===== config.mk =====
export PLATFORM = sky130hd
export DESIGN_NAME = nvp_ctrl
export DESIGN_NICKNAME = d
export VERILOG_FILES = /design/src/rtl/nvp_pkg.sv /design/src/rtl/nvp_seq.sv /design/src/rtl/nvp_nv.sv /design/src/rtl/nvp_ctrl.sv
export SDC_FILE = /design/constraint.sdc
export NUM_CORES = 1
export LEC_CHECK = 0
export BUFFER_PORTS_ARGS = -buffer_cell sky130_fd_sc_hd__buf_2
export CORE_MARGIN = 2
export CORE_UTILIZATION = 40
export CTS_CLUSTER_DIAMETER = 120
export DETAILED_ROUTE_END_ITERATION = 10
export PLACE_DENSITY = 0.84
export SYNTH_ARGS = -nofsm -noshare
export SYNTH_HDL_FRONTEND = slang
export SYNTH_SLANG_ARGS = --single-unit

===== constraint.sdc =====
create_clock -name clk -period 1.5 [get_ports clk]
set_input_delay 0.45 -clock clk [delete_from_list [all_inputs] [get_ports clk]]
set_output_delay 0.45 -clock clk [all_outputs]
set_load 0.05 [all_outputs]

===== src/rtl/nvp_pkg.sv =====
package nvp_pkg;
  typedef enum logic [1:0] {
    OP_NONE      = 2'd0,
    OP_ERASE_ONE = 2'd1,
    OP_WIPE_ALL  = 2'd2,
    OP_PROTECT   = 2'd3
  } op_e;

  typedef enum logic [1:0] {
    SQ_IDLE   = 2'd0,
    SQ_STROBE = 2'd1,
    SQ_WAIT   = 2'd2
  } seq_e;
endpackage


===== src/rtl/nvp_seq.sv =====
module nvp_seq #(
  parameter int NR = 4,
  localparam int RW = $clog2(NR)
) (
  input  logic          clk,
  input  logic          rst_n,
  input  logic          wipe_pending,
  input  logic          go_one,
  input  logic [RW-1:0] one_region,
  input  logic [NR-1:0] erase_done,
  output logic [NR-1:0] erase_stb,
  output logic          seq_idle,
  output logic          wipe_finish
);
  import nvp_pkg::*;

  localparam logic [RW-1:0] LAST = RW'(NR - 1);

  seq_e          st;
  logic [RW-1:0] idx;
  logic          all_mode;
  logic          cur_done;

  assign cur_done    = erase_done[idx];
  assign seq_idle    = (st == SQ_IDLE);
  assign wipe_finish = (st == SQ_WAIT) && all_mode && cur_done && (idx == LAST);

  for (genvar r = 0; r < NR; r++) begin : g_stb
    assign erase_stb[r] = (st == SQ_STROBE) && (idx == RW'(r));
  end

  always_ff @(posedge clk or negedge rst_n) begin
    if (!rst_n) begin
      st       <= SQ_IDLE;
      idx      <= '0;
      all_mode <= 1'b0;
    end else begin
      unique case (st)
        SQ_IDLE: begin
          if (wipe_pending) begin
            st       <= SQ_STROBE;
            idx      <= '0;
            all_mode <= 1'b1;
          end else if (go_one) begin
            st       <= SQ_STROBE;
            idx      <= one_region;
            all_mode <= 1'b0;
          end
        end
        SQ_STROBE: st <= SQ_WAIT;
        SQ_WAIT: begin
          if (cur_done) begin
            if (all_mode && (idx != LAST)) begin
              idx <= idx + 1'b1;
              st  <= SQ_STROBE;
            end else begin
              st <= SQ_IDLE;
            end
          end
        end
        default: st <= SQ_IDLE;
      endcase
    end
  end
endmodule


===== src/rtl/nvp_nv.sv =====
module nvp_nv #(
  parameter int NR = 4
) (
  input  logic          clk,
  input  logic          nv_init_n,
  input  logic          ev_protect,
  input  logic [NR-1:0] set_mask,
  input  logic          ev_wipe_req,
  input  logic          ev_wipe_finish,
  output logic [NR-1:0] prot,
  output logic          wipe_pending
);
  function automatic logic [NR-1:0] f_raise(input logic [NR-1:0] cur, input logic [NR-1:0] add);
    return cur | add;
  endfunction

  always_ff @(posedge clk or negedge nv_init_n) begin
    if (!nv_init_n) begin
      prot         <= '0;
      wipe_pending <= 1'b0;
    end else if (ev_wipe_finish) begin
      prot         <= '0;
      wipe_pending <= 1'b0;
    end else begin
      if (ev_protect)  prot         <= f_raise(prot, set_mask);
      if (ev_wipe_req) wipe_pending <= 1'b1;
    end
  end
endmodule


===== src/rtl/nvp_ctrl.sv =====
module nvp_ctrl #(
  parameter int NUM_MAIN = 2,
  localparam int NR = NUM_MAIN + 2,
  localparam int RW = $clog2(NR)
) (
  input  logic          clk,
  input  logic          rst_n,
  input  logic          nv_init_n,
  input  logic          cmd_valid,
  input  logic [1:0]    cmd_op,
  input  logic [RW-1:0] cmd_region,
  input  logic [NR-1:0] cmd_mask,
  input  logic [NR-1:0] erase_done,
  output logic [NR-1:0] erase_stb,
  output logic [NR-1:0] prot,
  output logic          wipe_pending,
  output logic          busy,
  output logic          dbg_en,
  output logic [NR-1:0] wr_allow
);
  import nvp_pkg::*;

  localparam logic [RW:0] NR_L = (RW + 1)'(NR);

  function automatic logic f_dbg_open(input logic [NR-1:0] p);
    return ~|p;
  endfunction

  function automatic logic [NR-1:0] f_writable(input logic [NR-1:0] p, input logic b);
    return b ? '0 : ~p;
  endfunction

  logic seq_idle;
  logic accept;
  logic ev_erase_one;
  logic ev_wipe_req;
  logic ev_protect;
  logic ev_wipe_finish;

  assign accept       = rst_n && cmd_valid && seq_idle && !wipe_pending;
  assign ev_erase_one = accept && (op_e'(cmd_op) == OP_ERASE_ONE) && ({1'b0, cmd_region} < NR_L);
  assign ev_wipe_req  = accept && (op_e'(cmd_op) == OP_WIPE_ALL);
  assign ev_protect   = accept && (op_e'(cmd_op) == OP_PROTECT);

  nvp_seq #(.NR(NR)) u_seq (
    .clk          (clk),
    .rst_n        (rst_n),
    .wipe_pending (wipe_pending),
    .go_one       (ev_erase_one),
    .one_region   (cmd_region),
    .erase_done   (erase_done),
    .erase_stb    (erase_stb),
    .seq_idle     (seq_idle),
    .wipe_finish  (ev_wipe_finish)
  );

  nvp_nv #(.NR(NR)) u_nv (
    .clk            (clk),
    .nv_init_n      (nv_init_n),
    .ev_protect     (ev_protect),
    .set_mask       (cmd_mask),
    .ev_wipe_req    (ev_wipe_req),
    .ev_wipe_finish (ev_wipe_finish),
    .prot           (prot),
    .wipe_pending   (wipe_pending)
  );

  assign busy     = !seq_idle || wipe_pending;
  assign dbg_en   = f_dbg_open(prot);
  assign wr_allow = f_writable(prot, busy);
endmodule


==> metrics.csv, run 1 <==
metric,value,unit
status,finished with violations,
failing checks,negative setup slack,
Cell variety after synth,28,
Die Wd,44.4,um
#FFs+latches synth,10,
Synth top area share,38.4,%
Post-Syn Area per Cell,9.31,sq um
Clock Latency Late Sink,0.28,ns
f_max,0.572,GHz
CTS buffer count,3,
grt ovf,0,
Core Area,0.00152,sq mm
DRC Markers,0,
number of inserted diodes,0,
WP data arrival,1.30,ns
Finish-stage setup viols,15,
Pint,1.60,mW
Fin. Hold Viols,0,
CTS root buffer,clkbuf_4,
initial antenna violation count,0,
gr usage total,24.9,%
Critical Path RT,1.05,ns
worst reg2reg endpoint,u_seq.idx[0]$_DFFE_PN0P_,
Worst Path Max Fanout,6,
combinational fraction of design power,73.5,%
RSZ-0062 raised after global routing,yes,
relative slew slack,79.8,%
Post-DRT Antenna Nets,0,
Yosys warnings,0,
period utilization,116,%
worst-path cell chain,nor3_4 > inv_4 > nor2_4 > buf_6,
routed len/inst,16.1,um
clock sinks,10,
row count,14,
io pins,31,
Max Root-Sink Buffers,2,
Area Growth Syn to Fin,89.6,%
max-cap viol count,0,
R2R Path Start,u_seq.idx[0]$_DFFE_PN0P_,
layout cells sized above 1,71.3,%
PwrDens,2710,mW/mm^2
final worst path period need,1.75,ns
drt initial violations,11,
dominant synthesized flop cell,dfrtp_1,
slowest CP cell,dfrtp_1,
Peak VDD IR,0.00146,V
port bufs,30,
post-synth top area cell,dfrtp_1,
Fin Clk Skew,0.00865,ns
post-place setup slack,-0.108,ns
Slew Limit Fails,0,
CP bufs+invs,2,
kind of critical path,reg -> out,
H-tree depth,1,
post-synthesis sequential area ratio,38.4,%
CTS tree,yes,
Post-Syn Instances,70,
number of enable flip-flop cells after synthesis,0,
largest net degree at the start of global routing,7,
crit-path leading delay family,flip-flops,
TritonRoute pass-1 iters,4,
Initial Util,42.8,%
Startpoint Class,flip-flop,
Avg Vias per Cell,5.28,
die height,44.4,um
r2r setup slk,-0.11,ns
vias in the first global route,762,
Inst Count DP,129,
first-pass GRT wire length,3420,um
leak pwr,0.592,nW
reg2reg path depth,5,
"Reg clk slew, reported paths",0.08,ns
clock power share,7.6,%
Reg power frac,18.8,%
Synth area leaders,"dfrtp_1, ha_1, nor2_1, mux2i_1, a2111oi_4",
die area,0.00197,sq mm
Crit path largest cell delay,0.43,ns
"Core Util, Final",81.1,%
switching portion of total power,52.1,%
crit path capture type,output port,
Synth Cell Area,652,sq um
final setup TNS,-2.50,ns
hpwl dp,1540,um
worst setup margin,-0.247,ns
Post-layout nets,143,
Sw Pwr,1.75,mW
syn_nets,90,
Placer Congestion,0.803,
DR vias,728,
Worst Hold Class,in -> async,
fin cells,138,
final WL,2220,um
worst slew pin tran,0.302,ns
asr flop ratio synth,100,%
[cell usage after synthesis (2+ instances only)]
cell type / number
and2_1: 4
nand3_1: 2
nand2_1: 5
inv_1: 5
nor2_1: 11
a21oi_1: 4
mux2i_1: 4
dfrtp_1: 10
nand2b_1: 2
ha_1: 4
nor3_1: 2
[registers in the layout, indices dropped and copies added (netlist names)]
signal	flops
u_seq.all_mode	1
u_seq.st	2
u_nv.prot	4
u_seq.idx	2
u_nv.wipe_pending	1
[power groups by stage]
| stage | clock, mW | combinational (mW) | sequential (mW) |
|---|---|---|---|
| after CTS | 0.244 | 2.33 | 0.597 |
| after global routing | 0.271 | 2.58 | 0.644 |
| after floorplan | 0 | 1.16 | 0.830 |
| after global placement | 0 | 1.94 | 0.568 |
| after detailed placement | 0 | 1.99 | 0.590 |
| final | 0.255 | 2.46 | 0.631 |
[logic make-up (layout without fill, tap and decap cells)]
logic type | Yosys count | count (layout) | share of synthesized area [%]
muxes | 4 | 4 | 6.14
buffers and inverters | 6 | 58 | 3.45
DFF | 10 | 10 | 38.4
AOI/OAI and AO/OA | 10 | 10 | 13.1
adders and majority gates | 4 | 4 | 7.68
and+or+nand+nor | 36 | 36 | 31.3
[worst register-to-register path, stage by stage (launching register included)]
cell and delay (ns):
dfrtp_2 0.47, ha_4 0.20, or2b_1 0.23, a221oi_2 0.30, nand2_1 0.15, a2bb2oi_1 0.17
[layout by cell type (no fill, tap or decap), types with 2 or more instances in the layout]
cell type / Yosys / final
nor2_4: 0 / 4
nor3_4: 1 / 2
buf_2: 0 / 17
buf_6: 0 / 9
dfrtp_1: 10 / 3
dfrtp_2: 0 / 7
and2_4: 1 / 5
buf_8: 0 / 4
nand3_1: 2 / 2
a21oi_2: 0 / 3
buf_4: 0 / 17
inv_1: 5 / 3
clkbuf_4: 0 / 3
nor2_1: 11 / 7
ha_2: 0 / 2
nand2_1: 5 / 4
mux2i_1: 4 / 2
inv_2: 1 / 2
[how the worst max path moves through the flow]
stage | from | endpoint | slack (ns) | depth (start not counted)
finish | u_seq.st[0]$_DFFE_PN0P_ | wr_allow[1] | -0.25 | 4
global route | u_seq.st[0]$_DFFE_PN0P_ | wr_allow[1] | -0.30 | 4
CTS | u_nv.wipe_pending$_DFFE_PN0P_ | wr_allow[1] | -0.24 | 4
detailed placement | u_seq.idx[0]$_DFFE_PN0P_ | u_seq.idx[0]$_DFFE_PN0P_ | -0.11 | 5
global placement | u_seq.st[1]$_DFFE_PN0P_ | wr_allow[0] | -0.06 | 4
floorplan | u_nv.prot[3]$_DFFE_PN0P_ | dbg_en | -0.18 | 1
[per-layer routing]
layer | track usage [%] | vias up | part of all wire (%)
li1 | - | 346 | -
met1 | 30.9 | 348 | 42
met2 | 41.2 | 28 | 51
met3 | 4.08 | 6 | 4.6
met4 | 13.3 | 0 | 2.1
met5 | 0 | - | 0
[metrics by stage]
| stage | area [sq um] | total power, mW | hold slack (ns) |
|---|---|---|---|
| 2_1_floorplan | 727 | 1.99 | 0.154 |
| 3_3_place_gp | 995 | 2.51 | 0.266 |
| 3_5_place_dp | 995 | 2.58 | 0.273 |
| 4_1_cts | 1170 | 3.17 | 0.0924 |
| 5_1_grt | 1240 | 3.50 | 0.0691 |
| 6_report | 1240 | 3.35 | 0.0738 |
[cell type report]
| type | count | area, sq um |
|---|---|---|
| Inverter | 6 | 25.0 |
| Multi-Input combinational cell | 54 | 512 |
| Sequential cell | 10 | 259 |
| Fill cell | 84 | 288 |
| Timing Repair Buffer | 48 | 384 |
| Clock buffer | 4 | 36.3 |
| Tap cell | 16 | 20.0 |
[what timing repair did]
item / CTS / global route
buffers inserted: 4 / 1
pin swaps: 8 / 8
setup endpoints to repair: 22 / 22
gates resized for setup: 38 / 14
hold buffers: 1 / 0
endpoints found under the hold margin: 5 / 0
Power figures use the tool's default switching activity.
==> run 2, diff against run 1 <==
- CELL_PAD_IN_SITES_DETAIL_PLACEMENT: not set -> 1
- CELL_PAD_IN_SITES_GLOBAL_PLACEMENT: not set -> 1
- CORE_UTILIZATION: 40 -> 28
- PLACE_DENSITY: 0.84 -> 0.83
- SYNTH_HIERARCHICAL: not set -> 1
==> metrics.csv, run 2 <==
metric,value,unit,change
status,finished with violations,,
failing checks,negative setup slack,,
routed len/inst,14.9,um,-7.2%
most frequent cell after synthesis,nor2_1,,
Synth top cells by count,"nor2_1, dfrtp_1, a21oi_1, and2_1, ha_1",,
relative slew slack,83.5,%,+3.7 points
Critical Path RT,1.05,ns,about the same
syn_nets,83,,-7.8%
initial antenna violation count,0,,unchanged
die area,0.00262,sq mm,+33%
Largest Register,u_nv/prot,,
row count,17,,+3
first-pass GRT wire length,3380,um,-1.2%
#FFs+latches synth,10,,unchanged
Fin. Hold Viols,0,,unchanged
Post-Syn Instances,63,,-10%
RSZ-0062 raised after global routing,yes,,
CP endpoint,wr_allow[1],,
hpwl dp,1570,um,+2.1%
Placer Congestion,0.761,,-5.2%
Fin Clk Skew,0.00295,ns,-0.00570 ns
Synth top area share,40.1,%,+1.7 points
final worst path period need,1.75,ns,+0.00264 ns
max reg flops,4,,unchanged
kind of critical path,reg -> out,,
H-tree depth,1,,unchanged
critical path launch point,u_seq/st[1]$_DFFE_PN0P_,,
asr flop ratio synth,100,%,unchanged
drt initial violations,4,,-7
f_max,0.571,GHz,-0.15%
post-synth top area cell,dfrtp_1,,
Die Wd,51.2,um,+15%
period utilization,117,%,+0.18 points
Max Root-Sink Buffers,2,,unchanged
worst slew pin tran,0.249,ns,-0.0529 ns
Yosys warnings,6,,+6
post-synthesis sequential area ratio,40.1,%,+1.7 points
grt ovf,0,,unchanged
"commonest non-fill, non-tap cell in the layout",buf_4,,
WHS,0.114,ns,+0.0401 ns
crit path capture type,output port,,
R2R Path Start,u_seq/st[1]$_DFFE_PN0P_,,
CTS buffer count,3,,unchanged
final WL,2130,um,-3.8%
die height,51.2,um,+15%
layout cells sized above 1,76.5,%,+5.2 points
r2r setup slk,-0.24,ns,-0.13 ns
Placed Area,957,sq um,-3.8%
Core Area,0.00217,sq mm,+42%
Synth Cell Area,624,sq um,-4.2%
Startpoint Class,flip-flop,,
port bufs,30,,unchanged
worst reg2reg endpoint,u_seq/idx[1]$_DFFE_PN0P_,,
vias in the first global route,770,,+1.0%
number of enable flip-flop cells after synthesis,0,,unchanged
Peak VDD IR,0.00118,V,-19%
reg2reg path depth,7,,+2
Finish-stage setup viols,13,,-2
number of inserted diodes,0,,unchanged
CTS root buffer,clkbuf_4,,
"Core Util, Final",53.7,%,-27 points
most frequent cells in the layout,"buf_4, buf_2, buf_6, dfrtp_2",,
Post-DRT Antenna Nets,0,,unchanged
Avg Vias per Cell,4.80,,-9.1%
Post-layout nets,136,,-4.9%
PwrDens,2680,mW/mm^2,-1.2%
CTS tree,yes,,
final setup TNS,-2.81,ns,-0.313 ns
largest net degree at the start of global routing,7,,unchanged
Worst Path Max Fanout,5,,-1
io pins,31,,unchanged
leak pwr,0.558,nW,-5.8%
DR vias,686,,-5.8%
WP data arrival,1.30,ns,about the same
TritonRoute pass-1 iters,3,,-1
post-place setup slack,-0.237,ns,-0.129 ns
dominant synthesized flop cell,dfrtp_1,,
worst setup margin,-0.250,ns,-0.00264 ns
gr usage total,17.5,%,-7.4 points
Worst Hold Class,in -> async,,
Slew Limit Fails,0,,unchanged
Synth area leaders,"dfrtp_1, nor2_1, ha_1, a21oi_1, and2_1",,
"Reg clk slew, reported paths",0.08,ns,about the same
clock sinks,10,,unchanged
Cell variety after synth,23,,-18%
Area Growth Syn to Fin,86.6,%,
Initial Util,28.8,%,-14 points
Clock Latency Late Sink,0.26,ns,-0.02 ns
DRC Markers,0,,unchanged
post-route cell area,0.00116,sq mm,-5.8%
Post-Syn Area per Cell,9.91,sq um,+6.4%
biggest regs,"u_nv/prot x4, u_seq/idx x2, u_seq/st x2",,
max-cap viol count,0,,unchanged
run 2: changes by cell type after synthesis, sizes merged, moves of 2 or more:
cell	before	now
nor3	3	1
inv	6	2
nor2	11	16
nand3	2	0
nand2	5	3
mux2i	4	0
run 2: per-stage QoR:
step           cells  total power [mW]
5_1_grt          143              3.31
6_report         143              3.12
3_5_place_dp     131              2.42
4_1_cts          139              2.96
3_3_place_gp     131              2.37
2_1_floorplan     63              1.89
run 2: how the worst min path moves through the flow:
stage               cells past startpoint                    endpoint
floorplan                               0    u_nv/prot[0]$_DFFE_PN0P_
global placement                        1    u_nv/prot[1]$_DFFE_PN0P_
detailed placement                      1    u_nv/prot[1]$_DFFE_PN0P_
CTS                                     2  u_seq/all_mode$_DFFE_PN0P_
global route                            2  u_seq/all_mode$_DFFE_PN0P_
finish                                  2  u_seq/all_mode$_DFFE_PN0P_
run 2: final cells by class:
| cell class | count | area, sq um |
|---|---|---|
| tap | 28 | 35.0 |
| fill | 248 | 1000 |
| timing repair buffer | 48 | 360 |
| inverter | 2 | 7.51 |
| sequential | 10 | 260 |
| clock buffer | 4 | 36.3 |
| multi-input combinational | 51 | 465 |
run 2: logic make-up (layout without fill, tap and decap cells):
group	Yosys count	count (layout)	share of synthesized area (%)
simple gates	35	35	33.5
compound gates	10	10	11.8
flops	10	10	40.1
fa+ha+maj	4	4	8.02
mux	2	2	5.41
buf+inv	2	54	1.20
run 2: timing repair:
item                                    CTS  global route
endpoints found under the setup margin   21            22
hold buffers                              1             0
hold endpoints to repair                  5             0
resized for setup                        28            12
pin swaps                                 4             4
setup buffers                             3             4
run 2: routing by layer:
layer / vias to the layer above / routed length, um / GRT usage [%]
met4: 0 / 0 / 3.95
met5: - / 0 / 0
met1: 337 / 740 / 16.7
met2: 26 / 1280 / 37.0
li1: 323 / - / -
met3: 0 / 109 / 3.51
run 2: report_power, final:
group / switching, mW / internal [mW] / total (mW)
combinational: 1.31 / 0.963 / 2.27
sequential: 0.187 / 0.414 / 0.600
clock: 0.103 / 0.147 / 0.250
run 2: critical path, stage by stage, from the launching register on:
cell and delay, ns:
dfrtp_2 0.45, nor2_4 0.19, nand2b_4 0.13, nor2_4 0.10, buf_6 0.16
